File: src/rtl/por_sequencer.sv
module por_sequencer #(
  parameter int CLK_KHZ   = 50000,
  parameter int ERR_PULSE = 1000
) (
  input  logic clk,
  input  logic supply_good,
  input  logic delay_sel,
  input  logic oe_line,
  input  logic target_status_n,
  input  logic target_done,
  input  logic data_end,
  output logic oe_drive_low,
  output logic ctrl_reset,
  output logic cmd_permit
);

  localparam int SHORT_CYC = 2 * CLK_KHZ;
  localparam int LONG_CYC  = 100 * CLK_KHZ;
  localparam int MAX_CYC   = (LONG_CYC > ERR_PULSE) ? LONG_CYC : ERR_PULSE;
  localparam int CW        = $clog2(MAX_CYC + 1);

  typedef enum logic [1:0] {SUPPLY_WAIT, DELAY, RELEASED, ERROR_RESET} seq_t;

  seq_t          state;
  logic [CW-1:0] cnt;
  logic [1:0]    sup_s, sel_s, line_s, stat_s, done_s, drv_q;
  logic          ext_hold, cfg_fault;
  logic [CW-1:0] delay_load;

  always_ff @(posedge clk or negedge supply_good) begin
    if (!supply_good) begin
      sup_s  <= 2'b00;
      sel_s  <= 2'b00;
      line_s <= 2'b00;
      stat_s <= 2'b11;
      done_s <= 2'b00;
      drv_q  <= 2'b11;
    end else begin
      sup_s  <= {sup_s[0], 1'b1};
      sel_s  <= {sel_s[0], delay_sel};
      line_s <= {line_s[0], oe_line};
      stat_s <= {stat_s[0], target_status_n};
      done_s <= {done_s[0], target_done};
      drv_q  <= {drv_q[0], oe_drive_low};
    end
  end

  assign delay_load = sel_s[1] ? CW'(SHORT_CYC - 1) : CW'(LONG_CYC - 1);
  assign cfg_fault  = !stat_s[1] || (data_end && !done_s[1]);

  always_ff @(posedge clk or negedge supply_good) begin
    if (!supply_good) begin
      state <= SUPPLY_WAIT;
      cnt   <= '0;
    end else begin
      case (state)
        SUPPLY_WAIT:
          if (sup_s[1]) begin
            state <= DELAY;
            cnt   <= delay_load;
          end
        DELAY:
          if (cnt == '0) state <= RELEASED;
          else           cnt   <= cnt - 1'b1;
        RELEASED:
          if (cfg_fault) begin
            state <= ERROR_RESET;
            cnt   <= CW'(ERR_PULSE - 1);
          end
        default:
          if (cnt == '0) begin
            state <= DELAY;
            cnt   <= delay_load;
          end else begin
            cnt <= cnt - 1'b1;
          end
      endcase
    end
  end

  assign oe_drive_low = (state != RELEASED);
  assign ext_hold     = (state == RELEASED) && !line_s[1] && !drv_q[1];
  assign ctrl_reset   = oe_drive_low || ext_hold;
  assign cmd_permit   = !ctrl_reset;

  a_r8_permit_needs_release: assert property (@(posedge clk) disable iff (!supply_good)
    cmd_permit |-> !oe_drive_low);

  a_r5_no_release_without_supply: assert property (@(posedge clk) disable iff (!supply_good)
    !sup_s[1] |-> (oe_drive_low && ctrl_reset));

  a_r1_release_after_count: assert property (@(posedge clk) disable iff (!supply_good)
    $fell(oe_drive_low) |-> ($past(state) == DELAY && $past(cnt) == '0));

  a_r6_status_fault: assert property (@(posedge clk) disable iff (!supply_good)
    (state == RELEASED && !stat_s[1]) |=> (state == ERROR_RESET && oe_drive_low));

  a_r7_missing_done: assert property (@(posedge clk) disable iff (!supply_good)
    (state == RELEASED && data_end && !done_s[1]) |=> oe_drive_low);

  a_r4_hold_blocks_permit: assert property (@(posedge clk) disable iff (!supply_good)
    (state == RELEASED && !line_s[1] && !drv_q[1]) |-> !cmd_permit);

  a_r9_error_goes_to_delay: assert property (@(posedge clk) disable iff (!supply_good)
    ($past(state) == ERROR_RESET && state != ERROR_RESET) |-> state == DELAY);

endmodule

File: config.mk
export PLATFORM = sky130hd
export DESIGN_NAME = por_sequencer
export DESIGN_NICKNAME = d
export VERILOG_FILES = /design/src/rtl/por_sequencer.sv
export SDC_FILE = /design/constraint.sdc
export NUM_CORES = 1
export LEC_CHECK = 0
export BUFFER_PORTS_ARGS = -buffer_cell sky130_fd_sc_hd__buf_4
export CAP_MARGIN = 10
export CORE_UTILIZATION = 30
export DETAILED_ROUTE_END_ITERATION = 8
export GPL_TIMING_DRIVEN = 0
export SYNTH_ARGS = -nofsm -noshare
export SYNTH_HDL_FRONTEND = slang
export SYNTH_SLANG_ARGS = --single-unit
File: constraint.sdc
create_clock -name clk -period 2 [get_ports clk]
set_input_delay 0.1 -clock clk [delete_from_list [all_inputs] [get_ports clk]]
set_output_delay 0.1 -clock clk [all_outputs]
set_load 0.05 [all_outputs]
Yosys cells after proc, flatten, opt, wreduce, memory -nomap -nowiden
Cells that the tools add are included.
Storage, ports and cells
  flip-flop bits (word level): 37
  input port bits: 7
  output and inout port bits: 3
  word-level logic and storage cells: 42
Operators by class
  add/subtract/negate cells: 1
  eq/ne operators: 7
  mux-type cells: 11
  reduce and logical (&&, ||, !) cells: 15
Operators by type and width (number)
  two-way mux 23 bit: 5
  one-hot mux 23 bit (3 select lines): 1
  zero test 23 bit: 1
  subtractor 23 x 1 -> 23 bit, second input constant: 1
  inequality test 2 bit, second input constant: 5
  two-way mux 2 bit: 4
  one-hot mux 2 bit (3 select lines): 1
  zero test 1 bit: 5
  AND reduction 4 bit: 1
  logical AND 1 bit: 3
  AND reduction 3 bit: 1
  nonzero test 3 bit: 1
  == test 2 x 1 -> 1 bit, second input constant: 1
  == test 2 bit, second input constant: 1
  zero test 2 bit: 1
  logical OR 1 bit: 2

Longest topological paths before layout
Gate-level depths: netlist (run 1).
  word-level depth: 5
  mapped depth: 9
  depth with buffers taken out: 7

Worst setup path before layout (run 1)
No wires, ideal clock.
  kind: register to output
  start point: register line_s[1]
  end point: output port cmd_permit
  arrival: 2.079 ns
  data required time: 1.900 ns
  setup slack: -0.179 ns
  cell stages (with the launch flop): 3
  path buffers: 0
  cells stage by stage: dfrtp_1 -> o21ai_0 -> inv_1
On the way
  longest elaborated chain between the ends: 5
RTL lines
  start: declaration: RTL line 26  | logic [1:0] sup_s, sel_s, line_s, stat_s, done_s, drv_q;
  start signal: assignment: RTL line 41  | line_s <= {line_s[0], oe_line};
  zero test 1 bit: RTL line 82  | assign ext_hold = (state == RELEASED) && !line_s[1] && !drv_q[1];
  logical AND 1 bit (2 in a row): RTL line 82
  logical OR 1 bit: RTL line 83  | assign ctrl_reset = oe_drive_low || ext_hold;
  named net ctrl_reset: RTL line 13  | output logic ctrl_reset,
  zero test 1 bit: RTL line 84  | assign cmd_permit = !ctrl_reset;
  end: declaration: RTL line 14  | output logic cmd_permit
The timed path passes the listed nets, and every way through them passes these cells.

Final worst setup path (run 1)
  start point: register cnt[5]
  end point: register cnt[7]
On the way
  longest elaborated chain between the ends: 3
  elaborated cells between the ends (all ways): 7
  classes of those cells: 1 x add/sub; 1 x eq/ne; 3 x mux; 2 x reduce/logical
RTL lines
  start: declaration: RTL line 25  | logic [CW-1:0] cnt;
  start signal: assignment: RTL line 60  | cnt <= delay_load;
  start signal: assignment: RTL line 64  | else cnt <= cnt - 1'b1;
  start signal: assignment: RTL line 68  | cnt <= CW'(ERR_PULSE - 1);
  subtractor 23 x 1 -> 23 bit / zero test 23 bit (equally long branches)
  two-way mux 23 bit (tied with other cells): RTL line 71  | if (cnt == '0) begin
  one-hot mux 23 bit (3 select lines) / AND reduction 3 bit (equally long branches)
Parallel ways exist; a longest one is shown, timed or not. The select of a mux whose other input is x is not followed.
A chain may end at the register's enable or synchronous reset.

==> results of run 1 <==
-- power breakdown --
part           switching [W]  total [W]  internal (W)
clock               0.000275   0.000770      0.000495
combinational      0.0000178  0.0000326     0.0000148
sequential        0.00000542   0.000765      0.000760
-- worst min path at each step --
| stage | endpoint | cells after the start | slack [ns] |
|---|---|---|---|
| 5_1_grt | cnt[14] | 2 | 0.34 |
| 6_report | cnt[16] | 2 | 0.31 |
| 4_1_cts | cnt[14] | 2 | 0.32 |
| 3_5_place_dp | cnt[14] | 1 | 0.09 |
| 2_1_floorplan | cnt[0] | 0 | -0.20 |
| 3_3_place_gp | cnt[12] | 1 | 0.09 |
-- cell type report --
cell class                      count  area [sq um]
Buffer                              7          72.6
Clock buffer                        5          68.8
Clock inverter                      3          65.1
Fill cell                         638          3740
Inverter                            8          32.5
Multi-Input combinational cell    160          1350
Sequential cell                    37           941
Tap cell                           80           100
Timing Repair Buffer               46           388
-- kinds of logic after synthesis --
group	share of synthesized area, %
flops	44.5
fa+ha+maj	4.19
simple gates	22.0
buf+inv	3.83
compound gates	24.3
other cells	0.179
mux	1.02
-- timing repair --
action / in CTS / in global routing
endpoints found under the hold margin: 37 / 0
resized for setup: 37 / 44
endpoints found under the setup margin: 25 / 24
hold buffers: 5 / 0
pin swaps: 4 / 16
gates cloned: 0 / 2
setup buffers: 8 / 22
-- worst max-delay path, stage by stage, from the launching register on --
cell and delay, ns:
dfrtp_2 0.46, nor4_4 0.28, buf_6 0.18, nand4_4 0.21, buf_4 0.21, o22ai_2 0.24, o21ai_0 0.15, o221ai_1 0.20
-- metrics by stage --
step | cells | utilization [%]
after floorplan | 215 | -
after global placement | 304 | 33.5
after detailed placement | 304 | 33.5
after CTS | 323 | 39.5
after global routing | 346 | 44.6
final | 346 | 44.6
-- placed cells by master, fill, tap and decap left out, types with 5 or more instances in the layout --
| cell type | n |
|---|---|
| buf_4 | 37 |
| o21ai_0 | 10 |
| dfrtp_1 | 25 |
| a21oi_1 | 6 |
| buf_6 | 6 |
| a22o_1 | 8 |
| nor4_4 | 5 |
| dlygate4sd3_1 | 5 |
| dfrtp_2 | 8 |
| nor2_1 | 16 |
| nand2_1 | 9 |
| nor3_1 | 12 |
| a31oi_1 | 5 |
| o2bb2ai_1 | 5 |
| clkbuf_8 | 5 |
-- per-layer routing --
metal  up-vias  global-route usage, %  share of wire [%]
met5         -                      0                  0
met4         0                   6.21                2.8
met3        12                   2.89                4.2
met2        53                   26.1                 48
met1       963                   20.6                 45
li1        924                      -                  -
-- registers in the layout, summed over array words and instances, names as in the netlist --
signal,flops
cnt,23
sup_s,2
line_s,2
sel_s,2
stat_s,2
drv_q,2
state,2
done_s,2
==> run metrics, run 1 <==
Crit Path Max Fanout=8; post-layout min period=approximately 2.0 ns; H-tree Lvls=2; WP data required=~2.2 ns; RR Startpoint=cnt[5]; CP Launch Type=register; Pre-antenna DRT Iters=4; # clock sinks=37; Reg clk slew, reported paths=0.07 ns; critical path endpoint category=register; top post-synthesis cells by count=33 x dfrtp_1, 17 x nor2_1, 13 x nand2_1, 13 x nor3_1, 11 x o21ai_0; Crit Path Category=register to register; f_max=between 400 and 500 MHz; Final Cell Area=3020 sq um; number of global-route vias before repair=1799; layout cells sized above 1=between 40% and 50%; # port buffers=9; Worst-Skew Late Latency=between 0.2 and 0.3 ns; Hold Slack=between 0.3 and 0.4 ns; Setup Skew=approximately 0.0033 ns; synthesized instance count=215; # IOs=10; Cell Rows=30; Die Wd=~86 um; sequential area share after synthesis=44.5%; outcome=complete, but fails checks; Root Driver=clkbuf_8; CTS Buf Count=5; initial antenna violation count=0; synthesized area per cell=approximately 9.7 sq um; Reg2Reg Setup Slack=-0.05 ns; final net count=between 200 and 300; Final ANT Viol Nets=0; Worst R2R End=cnt[7]; Vert. Die Dim=around 86 um; path depth of the worst reg2reg path=7; Worst Setup SP=cnt[5]; dominant synthesized flop cell=dfrtp_1; Slew Limit Fails=0; WL per Instance=~17 um; DP HPWL=roughly 3500 um; Starting DRT DRC Count=roughly 100; Leak=approximately 1.3 nW; WP data arrival=2.25 ns; fin crit share=102%; worst hold path type=primary input to asynchronous set/reset pin; failing checks=setup timing; Final Hold Viols=0; P per Cell Area=slightly above 500 nW/um^2; Max-cap violations=0; largest net degree at the start of global routing=38; Post-synth ARST share=100%; dpl ws=-0.666 ns; Yosys cell types=between 50 and 60; Ys Warns=0; peak supply drop=between 0.4 and 0.5 mV; effective utilization at floorplan=31.0%; ANT cells=0; Area contributors post-synth=dfrtp_1 39%, dfstp_2 5.0%, ha_1 4.2%; routability cong.=0.923; area of the mapped netlist=between 2000 and 2500 sq um; Max Buffers Root-to-Sink=2; Synth area leader=dfrtp_1; total power=0.00157 W; EDFF count, synth=0; Area growth syn-to-layout=44.1%; # DRC=0; DR vias=between 1.5k and 2k; Final setup viols=2; Synth Net Count=between 200 and 250; core box area=6760 sq um; CP endpoint=cnt[7]; CTS tree=yes; Via density=~5.6; most frequent cell after synthesis=dfrtp_1; die area=7310 sq um; total gr overflow=0; Total Neg Setup Slack=-0.0905 ns; RSZ-0062 raised after global routing=yes; DRT Wirelength=between 5000 and 6000 um; FF+latch count, synth=37; first-pass GRT wire length=between 8000 and 9000 um; dpl cell area=between 2000 and 2500 sq um; worst setup margin=-0.0463 ns; Yosys top cell area share=about two fifths; GRT Overall Usage=about 16%
No activity file was read; power rests on OpenSTA's default activity.
==> run 2, diff against run 1 <==
PLACE_DENSITY = 0.43   (was default)
==> run 2 against run 1 <==
  * The flow now finishes without violations
  * Final cell count down 2.3%
  * Sequential power hardly changed
  * Via count is 4.4% lower
  * Clock power increased by 1%
  * Critical path type unchanged
  * Largest cell class unchanged
  * Highest routed layer unchanged
==> run metrics, run 2 (synthesized netlist as in run 1, its figures left out) <==
outcome=completed (was complete, but fails checks); Finished Layout Cells=338 (was 346); WP data required=2.17 ns (was 2.20 ns); critical path endpoint category=register (unchanged); fill count=678 (was 638); Die Wd=85.5 um (unchanged); Top reg by flops=cnt (unchanged); largest net degree at the start of global routing=38 (unchanged); routability cong.=0.801 (was 0.923); Starting DRT DRC Count=106 (was 104); fin crit share=99.5% (was 102%); register area=940 sq um (was 941 sq um); RSZ-0062 raised after global routing=yes (unchanged); DR vias=1866 (was 1952); DRT Wirelength=5890 um (was 5900 um); ANT cells=0 (unchanged); CTS tree=yes (unchanged); Vert. Die Dim=85.5 um (unchanged); initial antenna violation count=0 (unchanged); CP Launch Type=register (unchanged); Max Buffers Root-to-Sink=2 (unchanged); most frequent cells in the layout=31 x buf_4, 26 x dfrtp_1, 16 x nor2_1 (was 37 x buf_4, 25 x dfrtp_1, 16 x nor2_1); final net count=271 (was 279); # clock sinks=37 (unchanged); layout cells sized above 1=38.0% (was 41.7%); CTS Buf Count=5 (unchanged); Worst-Skew Late Latency=0.29 ns (about the same); Area growth syn-to-layout=38.8% (was 44.1%); Pre-antenna DRT Iters=4 (unchanged); dpl ws=-0.834 ns (was -0.666 ns); f_max=503 MHz (was 489 MHz); worst hold path type=primary input to asynchronous set/reset pin (unchanged); Final Cell Area=2900 sq um (was 3020 sq um); post-layout min period=1.99 ns (was 2.05 ns); Reg2Reg Setup Slack=0.01 ns (was -0.05 ns); Root Driver=clkbuf_8 (unchanged); Final setup viols=0 (was 2); Final Hold Viols=0 (unchanged); Max-cap violations=0 (unchanged); WL per Instance=17.4 um (was 17.0 um); number of global-route vias before repair=1795 (was 1799); WP data arrival=2.16 ns (was 2.25 ns); RR Startpoint=cnt[12] (was cnt[5]); die area=7310 sq um (unchanged); multi-input logic area=1330 sq um (was 1350 sq um); GRT Overall Usage=17.1% (was 15.8%); Setup Skew=0.00760 ns (was 0.00331 ns); H-tree Lvls=2 (unchanged); Reg clk slew, reported paths=0.08 ns (was 0.07 ns); P per Cell Area=543 nW/um^2 (was 520 nW/um^2); Final ANT Viol Nets=0 (unchanged); worst setup margin=0.0105 ns (was -0.0463 ns); effective utilization at floorplan=31.0% (unchanged); Slew Limit Fails=0 (unchanged); # port buffers=9 (unchanged); flip-flop count of the largest register after layout=23 (unchanged); Cell Rows=30 (unchanged); total gr overflow=0 (unchanged); peak supply drop=0.370 mV (was 0.409 mV); # DRC=0 (unchanged); Crit Path Max Fanout=7 (was 8); Via density=5.52 (was 5.64); first-pass GRT wire length=9660 um (was 9000 um); most common cell after layout, fill and taps aside=buf_4 (unchanged); utilization after layout=43.0% (was 44.6%); DP HPWL=3760 um (was 3470 um); core box area=6760 sq um (unchanged); Leak=1.19 nW (was 1.28 nW); Crit Path Category=register to register (unchanged); dpl cell area=2270 sq um (unchanged); # IOs=10 (unchanged); Worst R2R End=cnt[13] (was cnt[7]); path depth of the worst reg2reg path=6 (was 7); dpl cells=304 (unchanged)
run 2: final cells by class:
class	instances	area share, %
multi-input combinational	160	45.8
sequential	37	32.4
timing repair buffer	37	9.91
tap	80	3.45
buffer	8	2.84
clock buffer	5	2.37
clock inverter	3	2.24
inverter	8	1.03
run 2: where the power goes:
part / switching [W] / internal, W
Combinational: 0.0000174 / 0.0000147
Clock: 0.000284 / 0.000496
Sequential: 0.00000492 / 0.000759
Total: 0.000306 / 0.00127
run 2: routing by layer:
layer / vias to the layer above / global-route usage [%] / part of all wire [%]
li1: 905 / - / -
met1: 927 / 24.4 / 49
met2: 30 / 26.5 / 46
met3: 4 / 2.89 / 3.6
met4: 0 / 5.45 / 0.80
met5: - / 0 / 0
run 2: critical path: stages, from the launching register on:
cell and delay [ns]:
dfrtp_2 0.45, nor4_4 0.39, nand4_4 0.23, o21a_1 0.28
buf_6 0.15, o211a_1 0.12, a221o_1 0.25
run 2: what timing repair did:
item                                    4_1_cts  5_1_grt
gates resized for setup                      40       33
hold buffers                                  5        0
hold endpoints to repair                     37        0
pin swaps                                     5        6
buffers inserted                             10       12
endpoints found under the setup margin       25       22
cloned                                        0        1
run 2: how the worst max path moves through the flow:
stage | startpoint | end | slack (ns) | depth (start not counted)
after global placement | state[0] | cnt[8] | -0.89 | 9
after floorplan | state[0] | cnt[14] | 0.03 | 9
after CTS | state[0] | cnt[5] | 0.002 | 8
final | cnt[12] | cnt[13] | 0.01 | 6
after detailed placement | state[0] | cnt[8] | -0.83 | 9
after global routing | cnt[12] | cnt[2] | -0.08 | 6
run 2: metrics by stage:
stage / hold slack (ns) / total power (W) / TNS (ns)
finish: 0.312 / 0.00158 / 0
global route: 0.356 / 0.00164 / -0.383
CTS: 0.342 / 0.00160 / 0
detailed placement: 0.105 / 0.000804 / -11.92
global placement: 0.105 / 0.000804 / -13.45
floorplan: -0.196 / 0.000778 / 0
==> run 3, diff against run 2 <==
ABC_AREA = 1   (was default)
CORE_UTILIZATION = 40   (was 30)
PLACE_DENSITY = 0.55   (was 0.43)
==> run 3 against run 2 <==
  * Setup slack improved by 0.13 ns
  * Total power decreased by 4.2%
  * Critical path depth increased by 3
  * Die area decreased by 11%
  * Combinational power increased by 10%
  * Area after synthesis increased by 19%
  * Clock-buffer cell count increased by 1
  * Global-route usage increased by 3.5 points
  * Non-clock buffer count decreased by 26
  * Critical path type unchanged
  * Largest cell class unchanged
  * Highest routed layer unchanged
==> run metrics, run 3 <==
Post-synth ARST share=100% (unchanged); RR Startpoint=cnt[18] (was cnt[12]); H-tree Lvls=2 (unchanged); post-layout min period=1.86 ns (was 1.99 ns); Crit Path Max Fanout=10 (was 7); Max Buffers Root-to-Sink=2 (unchanged); worst hold path type=primary input to asynchronous set/reset pin (unchanged); WL per Instance=13.3 um (was 17.4 um); Ys Warns=0 (unchanged); outcome=completed (unchanged); dominant synthesized flop cell=dfrtp_1 (unchanged); most common cell after layout, fill and taps aside=nand2_1 (was buf_4); # port buffers=9 (unchanged); Vert. Die Dim=80.9 um (was 85.5 um); Synth area leader=dfrtp_1 (unchanged); DP HPWL=4220 um (was 3760 um); f_max=539 MHz (was 503 MHz); routability cong.=0.834 (was 0.801); first-pass GRT wire length=9920 um (was 9660 um); most frequent cell after synthesis=nand2_1 (was dfrtp_1); # clock sinks=37 (unchanged); Reg clk slew, reported paths=0.09 ns (was 0.08 ns); WP data arrival=2.03 ns (was 2.16 ns); layout cells sized above 1=17.6% (was 38.0%); Crit Path Category=register to register (unchanged); Setup Fix Bufs, Post-CTS=0 (was 10); CP Launch Type=register (unchanged); largest net degree at the start of global routing=38 (unchanged); Area contributors post-synth=dfrtp_1 33%, nand2_1 13%, nor2_1 8.1% (was dfrtp_1 39%, dfstp_2 5.0%, ha_1 4.2%); critical path endpoint category=register (unchanged); CTS Buf Count=5 (unchanged); Worst-Skew Late Latency=0.31 ns (was 0.29 ns); Area growth syn-to-layout=14.6% (was 38.8%); Synth Net Count=362 (was 229); FF+latch count, synth=37 (unchanged); Die Wd=80.9 um (was 85.5 um); Setup Skew=0.0137 ns (was 0.00760 ns); Pre-antenna DRT Iters=4 (unchanged); RSZ-0062 raised after global routing=no (was yes); synthesized area per cell=7.15 sq um (was 9.73 sq um); Final setup viols=0 (unchanged); sequential area share after synthesis=37.4% (was 44.5%); peak supply drop=0.347 mV (was 0.370 mV); ANT cells=0 (unchanged); most frequent cells in the layout=88 x nand2_1, 53 x nor2_1, 47 x inv_1 (was 31 x buf_4, 26 x dfrtp_1, 16 x nor2_1); fin crit share=92.8% (was 99.5%); Root Driver=clkbuf_8 (unchanged); DRT Wirelength=5900 um (was 5890 um); effective utilization at floorplan=41.8% (was 31.0%); EDFF count, synth=0 (unchanged); Worst Setup SP=cnt[18] (was cnt[12]); die area=6540 sq um (was 7310 sq um); Final ANT Viol Nets=0 (unchanged); Yosys cell types=31 (was 57); top post-synthesis cells by count=89 x nand2_1, 54 x nor2_1, 48 x inv_1 (was 33 x dfrtp_1, 17 x nor2_1, 13 x nand2_1, 13 x nor3_1, 11 x o21ai_0); Cell Rows=28 (was 30); CTS tree=yes (unchanged); final net count=383 (was 271); Yosys top cell area share=33.2% (was 39.5%); # IOs=10 (unchanged); WP data required=2.18 ns (was 2.17 ns); Max-cap violations=0 (unchanged); total power=0.00151 W (was 0.00158 W); GRT Overall Usage=20.6% (was 17.1%); DR vias=2192 (was 1866); Top reg by flops=cnt (unchanged); Slew Limit Fails=0 (unchanged); Final Hold Viols=0 (unchanged); P per Cell Area=529 nW/um^2 (was 543 nW/um^2); synthesized instance count=348 (was 215); Leak=1.47 nW (was 1.19 nW); core box area=5960 sq um (was 6760 sq um); area of the mapped netlist=2490 sq um (was 2090 sq um); Starting DRT DRC Count=89 (was 106); Via density=4.93 (was 5.52); total gr overflow=0 (unchanged); fill count=625 (was 678); number of global-route vias before repair=2121 (was 1795); initial antenna violation count=0 (unchanged); # DRC=0 (unchanged); flip-flop count of the largest register after layout=23 (unchanged); Total Neg Setup Slack=0 ns (unchanged)
-- run 3: cell count changes after synthesis, sizes merged, moves of 5 or more --
cell	previous run	this run
nand2	13	99
nor2	18	63
inv	8	49
nand3	6	39
nor3	13	1
nand4	2	13
a22o	8	0
nor4	8	0
a31oi	6	0
clkbuf	6	0
o2bb2ai	5	0
o311ai	5	0
-- run 3: metrics by stage --
step,util [%],hold WS (ns),area [sq um],instances,setup slack (ns)
finish,47.9,0.286,2850,445,0.144
global route,47.9,0.356,2850,445,0.0165
CTS,47.4,0.318,2820,445,0.0120
detailed placement,44.5,0.111,2650,432,0.0287
global placement,44.5,0.101,2650,432,0.0962
floorplan,-,-0.196,2490,348,0.204
-- run 3: metal layers --
| layer | GRT usage [%] | wire, um | vias up |
|---|---|---|---|
| met1 | 26.6 | 2920 | 1012 |
| met5 | 0 | 0 | - |
| li1 | - | - | 1137 |
| met4 | 8.75 | 117 | 0 |
| met2 | 34.7 | 2710 | 32 |
| met3 | 2.36 | 145 | 11 |
-- run 3: worst paths after layout --
| path | slack, ns | depth (start not counted) | endpoint |
|---|---|---|---|
| worst max-delay path | 0.14 | 9 | cnt[5] |
| worst min-delay path | 0.29 | 2 | cnt[10] |
| worst max register to register | 0.14 | 9 | cnt[5] |
| worst min register to register | 0.35 | 0 | line_s[1] |
| max in group asynchronous | 1.34 | 2 | stat_s[0] |
| min in group clk | 0.35 | 0 | line_s[1] |
-- run 3: layout make-up --
class | instances | area [sq um] | share of cell area, %
buffer | 5 | 43.8 | 1.54
clock buffer | 6 | 82.6 | 2.89
clock inverter | 2 | 37.5 | 1.32
inverter | 51 | 196 | 6.89
multi-input combinational | 255 | 1350 | 47.3
sequential | 37 | 931 | 32.6
tap | 75 | 93.8 | 3.29
timing repair buffer | 14 | 118 | 4.12
-- run 3: cell families (layout without fill, tap and decap cells) --
family                   after synthesis  after routing  synth area share [%]
AO/OA/AOI/OAI                         26             26                  7.89
XOR/XNOR                               6              6                  2.11
adder cells (fa/ha/maj)                7              7                  3.52
buffers and inverters                 56             78                  9.50
flip-flops                            37             37                  37.4
other                                  1              1                 0.151
AND/OR/NAND/NOR                      215            215                  39.4
-- run 3: worst max-delay path, stage by stage (launching register included) --
cell	delay, ns
dfrtp_1	0.42
nor2_2	0.26
nand2_2	0.13
nor2_2	0.13
nand2_2	0.10
nor2_4	0.20
a21oi_4	0.15
buf_6	0.18
nor2_1	0.08
a21oi_1	0.05
-- run 3: report_power, final --
group	internal (W)	switching (W)
Sequential	0.000759	0.00000349
Clock	0.000406	0.000306
Combinational	0.0000154	0.0000198
Total	0.00118	0.000329
-- run 3: timing repair --
item	CTS	global route
endpoints found under the setup margin	0	20
endpoints found under the hold margin	37	0
gates resized for setup	0	8
hold buffers	5	0
